[src/rtl/rxsf_pkg.sv]
package rxsf_pkg;
  localparam int STAT_W = 3;
  localparam int BIT_RDY = 0;
  localparam int BIT_OVR = 1;
  localparam int BIT_PAR = 2;

  typedef struct packed {
    logic       perr;
    logic [7:0] data;
  } ent_t;
endpackage

[src/rtl/rxsf_store.sv]
module rxsf_store #(
  parameter int DEPTH = 16,
  parameter int DW = 8,
  localparam int AW = (DEPTH > 1) ? $clog2(DEPTH) : 1,
  localparam int CW = $clog2(DEPTH + 1)
) (
  input  logic          clk,
  input  logic          rst_n,
  input  logic          push,
  input  logic [DW-1:0] push_data,
  input  logic          push_perr,
  input  logic          pop_req,
  output logic          push_ok,
  output logic          pop_ok,
  output logic          full,
  output logic          empty,
  output logic          cnt_one,
  output logic          nxt_perr,
  output logic [DW-1:0] rd_data
);
  logic [DW-1:0] mem_d [DEPTH];
  logic          mem_p [DEPTH];
  logic [AW-1:0] wr_ptr, rd_ptr, nxt_ptr;
  logic [CW-1:0] count;

  function automatic logic [AW-1:0] bump(input logic [AW-1:0] p);
    return (p == AW'(DEPTH - 1)) ? '0 : p + AW'(1);
  endfunction

  assign full    = (count == CW'(DEPTH));
  assign empty   = (count == '0);
  assign cnt_one = (count == CW'(1));
  assign push_ok = push && !full;
  assign pop_ok  = pop_req && !empty;
  assign nxt_ptr = bump(rd_ptr);
  assign nxt_perr = mem_p[nxt_ptr];

  always_ff @(posedge clk) begin
    if (push_ok) begin
      mem_d[wr_ptr] <= push_data;
      mem_p[wr_ptr] <= push_perr;
    end
  end

  always_ff @(posedge clk) begin
    if (!rst_n) begin
      wr_ptr  <= '0;
      rd_ptr  <= '0;
      count   <= '0;
      rd_data <= '0;
    end else begin
      if (push_ok) wr_ptr <= bump(wr_ptr);
      if (pop_ok) begin
        rd_ptr  <= nxt_ptr;
        rd_data <= mem_d[rd_ptr];
      end
      case ({push_ok, pop_ok})
        2'b10:   count <= count + CW'(1);
        2'b01:   count <= count - CW'(1);
        default: count <= count;
      endcase
    end
  end


  count_bound_chk: assert property (@(posedge clk) disable iff (!rst_n)
    count <= CW'(DEPTH));


  drop_keeps_chk: assert property (@(posedge clk) disable iff (!rst_n)
    (push && full && !pop_req) |=> $stable(count));


  empty_pop_chk: assert property (@(posedge clk) disable iff (!rst_n)
    (pop_req && empty && !push) |=> ($stable(rd_data) && $stable(count)));
endmodule

[src/rtl/rxsf_flags.sv]
module rxsf_flags (
  input  logic clk,
  input  logic rst_n,
  input  logic ovr_evt,
  input  logic par_evt,
  input  logic clr,
  output logic ovr_q,
  output logic par_q
);
  always_ff @(posedge clk) begin
    if (!rst_n) begin
      ovr_q <= 1'b0;
      par_q <= 1'b0;
    end else begin
      ovr_q <= ovr_evt | (ovr_q & ~clr);
      par_q <= par_evt | (par_q & ~clr);
    end
  end


  ovr_wins_chk: assert property (@(posedge clk) disable iff (!rst_n)
    (clr && ovr_evt) |=> ovr_q);


  clr_quiet_chk: assert property (@(posedge clk) disable iff (!rst_n)
    (clr && !ovr_evt && !par_evt) |=> (!ovr_q && !par_q));
endmodule

[src/rtl/rx_stat_fifo.sv]
module rx_stat_fifo #(
  parameter int DEPTH = 16,
  parameter int DW = 8
) (
  input  logic          clk,
  input  logic          rst_n,
  input  logic          rx_valid,
  output logic          rx_ready,
  input  logic [DW-1:0] rx_char,
  input  logic          rx_perr,
  input  logic          char_pop,
  output logic [DW-1:0] char_out,
  input  logic          stat_read,
  output logic [2:0]    stat_out
);
  import rxsf_pkg::*;

  logic push_ok, pop_ok, full, empty, cnt_one, nxt_perr;
  logic ovr_q, par_q, ovr_evt, par_evt;

  rxsf_store #(.DEPTH(DEPTH), .DW(DW)) u_store (
    .clk(clk), .rst_n(rst_n),
    .push(rx_valid), .push_data(rx_char), .push_perr(rx_perr),
    .pop_req(char_pop), .push_ok(push_ok), .pop_ok(pop_ok),
    .full(full), .empty(empty), .cnt_one(cnt_one),
    .nxt_perr(nxt_perr), .rd_data(char_out)
  );

  assign ovr_evt = rx_valid && full;
  // a flagged entry reaches the head: into empty, replacing a lone head, or exposed by a pop
  assign par_evt = (push_ok && rx_perr && (empty || (cnt_one && pop_ok)))
                || (pop_ok && !cnt_one && nxt_perr);

  rxsf_flags u_flags (
    .clk(clk), .rst_n(rst_n),
    .ovr_evt(ovr_evt), .par_evt(par_evt), .clr(stat_read),
    .ovr_q(ovr_q), .par_q(par_q)
  );

  assign rx_ready = !full;
  always_comb begin
    stat_out = '0;
    stat_out[BIT_RDY] = !empty;
    stat_out[BIT_OVR] = ovr_q;
    stat_out[BIT_PAR] = par_q;
  end


  ovr_seen_chk: assert property (@(posedge clk) disable iff (!rst_n)
    (rx_valid && !rx_ready) |=> stat_out[1]);


  head_perr_chk: assert property (@(posedge clk) disable iff (!rst_n)
    (rx_valid && rx_ready && rx_perr && !stat_out[0]) |=> stat_out[2]);


  rdy_after_push_chk: assert property (@(posedge clk) disable iff (!rst_n)
    (rx_valid && rx_ready) |=> stat_out[0]);
endmodule

[config.mk]
export PLATFORM = sky130hd
export DESIGN_NAME = rx_stat_fifo
export DESIGN_NICKNAME = d
export VERILOG_FILES = /design/src/rtl/rxsf_pkg.sv /design/src/rtl/rxsf_store.sv /design/src/rtl/rxsf_flags.sv /design/src/rtl/rx_stat_fifo.sv
export SDC_FILE = /design/constraint.sdc
export NUM_CORES = 1
export LEC_CHECK = 0
export BUFFER_PORTS_ARGS = -buffer_cell sky130_fd_sc_hd__buf_2
export CAP_MARGIN = 20
export CELL_PAD_IN_SITES_DETAIL_PLACEMENT = 1
export CELL_PAD_IN_SITES_GLOBAL_PLACEMENT = 2
export CORE_MARGIN = 2
export CORE_UTILIZATION = 50
export DETAILED_ROUTE_END_ITERATION = 6
export PLACE_DENSITY_LB_ADDON = 0.25
export SYNTH_ARGS = -nofsm -noshare
export SYNTH_HDL_FRONTEND = slang
export SYNTH_SLANG_ARGS = --single-unit
[constraint.sdc]
create_clock -name clk -period 5.1 [get_ports clk]
set_clock_uncertainty 0.1 [all_clocks]
set_input_delay 0.51 -clock clk [delete_from_list [all_inputs] [get_ports clk]]
set_output_delay 0.51 -clock clk [all_outputs]
set_load 0.02 [all_outputs]
==> results.yml <==
sta:
  maxSlewHeadroom_pct: 27.7
  fin_crit_sh_pct: 57.9
  fmax_ghz: 0.339
  setup_violations: 0
  rsz0062_at_grt: "false"
  whs_ns: 0.281
  final.setup.tns_ns: 0
  hold_viol_final: 0
  worstMarginPinSlew_ns: 1.08
  finalWorstSetupSlack_ns: 2.15
  maxSlewViolCount: 0
  finalCriticalPeriod_ns: 2.95
placement:
  dp_slack_ns: 2.10
  dpl.hpwl_microns: 9830
  place.port_buffers: 25
  gp_congestion: 0.787
worst_setup_path:
  path_cells: "inv_1 > ha_1 > a31oi_2 > nand2_1 > nor2_1"
  slowest_delay_ns: 0.87
  critPathArrivalTime_ns: 2.90
  cp_slowest_cell: "nor2_1"
  crit_fanout: 9
  r2r-start: "u_store.count[0]"
  startpoint_type: "register"
  path_class: "reg2reg"
  critPathTopFamily: "simple AND/OR/NAND/NOR gates"
  crit_start: "u_store.count[0]"
  cp_data_required_time_ns: 5.04
  worstSetupEndpointType: "register"
  worst-path-buf-inv: 1
power_and_ir_drop:
  ir_drop_uv: 248
  powerDensity_nw_per_um2: 466
  p_leak_nw: 2.51
  power.total_mw: 3.54
clocking:
  cts.sinks: 167
  htreeDepth: 4
  clk_path_buf_depth: 2
  clk_latency_ns: 0.43
  postCtsHoldBufs: 0
  numCtsBuffers: 17
  post-cts-setup-buffers: 0
  path_clk_slew_ns: 0.06
  cts_tree: "done"
  cts-resized-gates: 0
  cts-root-buf: "clkbuf_16"
routing:
  drt_pass1_iterations: 5
  drc: 0
  vias: 3606
  post_drt_wl_per_cell_microns: 25.1
  finalWirelength_microns: 15300
  drtIter0Drc: 418
  antenna_left: 0
  vias_per_cell: 5.93
floorplanning:
  die_h_microns: 120
  die_w_microns: 120
  io_pins: 26
  die_area_sq_um: 14400
  fp.coreArea_sq_um: 13200
  initial_core_util_pct: 51.0
  rows: 42
global_route:
  first_global_vias: 3728
  grt_max_degree: 37
  grt_usage_pct: 23.5
  grt_overflow: 0
  grt_pass1_wl_microns: 23500
  antenna_found_initial: 0
yosys:
  synth_fp_nets: 410
  synthFlopType: "edfxtp_1"
  avgSynthCellArea_sq_um: 17.4
  synth_cell_type_count: 41
  syn-cell-area_sq_um: 6730
  synth-seq-cells: 167
  yosysWarnings: 0
  async_flop_share_pct: 0
  synth-edff-count: 144
  ys_seq_area_share_pct: 71.1
  syn_inst: 386
cells_and_area:
  n_antenna_cell: 0
  drive_gt1_share_pct: 25.5
  final_nets: 443
  layout_commonest_cell: "edfxtp_1"
  postLayoutCoreUtil_pct: 57.6
  syn2layout_area_growth_pct: 12.8
  final_cell_mix: "edfxtp_1 (144), mux4_2 (41), nand2_1 (38), buf_2 (25), dfxtp_1 (22)"
  fillers: 1214
hold_path:
  min_from: "stat_read"
  hp-class: "in2reg"
outcome:
  status: "completed"
run:
  max-cap-violations: 0
power by group:
| part | internal [mW] | leakage (nW) | switching (mW) |
|---|---|---|---|
| logic | 0.330 | 0.758 | 0.360 |
| registers | 1.55 | 1.49 | 0.122 |
| clock network | 0.633 | 0.266 | 0.549 |
| total | 2.51 | 2.51 | 1.03 |
layer usage:
layer / vias to the layer above / track usage [%] / routed length, microns
met1: 1886 / 33.7 / 6830
met5: - / 0 / 0
met3: 18 / 5.28 / 912
met2: 119 / 35.7 / 7310
met4: 0 / 8.16 / 199
li1: 1583 / - / -
kinds of logic (layout without fill, tap and decap cells):
family / after synthesis / in the layout / synth area share [%]
adders and majority gates: 10 / 10 / 1.86
muxes: 42 / 42 / 13.9
and+or+nand+nor: 101 / 101 / 7.19
buffers and inverters: 29 / 75 / 2.04
xor gates and xnor gates: 7 / 7 / 0.911
DFF: 167 / 167 / 71.1
AOI/OAI and AO/OA: 30 / 30 / 3.05
tightest hold or removal path: cells and delay by family:
family	cells	cell delay, ns
buffers and inverters	1	0.09
AND/OR/NAND/NOR	1	0.09
AO/OA/AOI/OAI	1	0.07
final timing paths:
kind              cells after the start  slack (ns)              endpoint
setup / recovery                      5        2.15  u_store.mem_d[15][4]
hold / removal                        3        0.28         u_flags.ovr_q
setup reg to reg                      5        2.15  u_store.mem_d[15][4]
hold reg to reg                       2        0.36    u_store.rd_data[7]
cells in the mapped netlist, types with 2 or more instances:
cell type	instances	area, sq um
mux4_2	41	923
nand3_1	19	95.1
nor2_1	15	56.3
nor2b_1	2	12.5
nand2b_1	3	18.8
nand4_1	2	12.5
or3_1	2	12.5
clkbuf_1	11	41.3
inv_1	8	30.0
dfxtp_1	23	460
nor3_1	5	25.0
a21oi_1	9	45.0
xor2_1	2	17.5
a31oi_1	2	12.5
ha_1	10	125
buf_4	2	15.0
nand2_1	38	143
o21ai_0	4	20.0
nand3b_1	2	15.0
a31oi_2	2	25.0
edfxtp_1	144	4320
buf_6	2	22.5
a21boi_0	7	52.6
and2_1	6	37.5
xnor2_1	5	43.8
buf_2	5	25.0
state kept, by name (all words and copies together) (netlist names):
register	count
u_store.wr_ptr	4
u_flags.par_q	1
u_store.mem_d	128
u_flags.ovr_q	1
u_store.count	5
u_store.rd_data	8
u_store.mem_p	16
u_store.rd_ptr	4
layout make-up:
type | count | area [sq um] | share of cell area (%)
clock buffers | 17 | 425 | 5.60
clock inverters | 15 | 121 | 1.60
inverters | 9 | 33.8 | 0.445
multi-input cells | 190 | 1810 | 23.8
flip-flops and latches | 167 | 4790 | 63.0
well taps | 176 | 220 | 2.90
repair buffers | 34 | 200 | 2.64
through the flow:
stage / cell area (sq um) / std cells
final: 7600 / 608
after global routing: 7600 / 608
after CTS: 7570 / 605
after detailed placement: 7020 / 573
after global placement: 7020 / 573
after floorplan: 6730 / 386
Power figures use the tool's default switching activity.
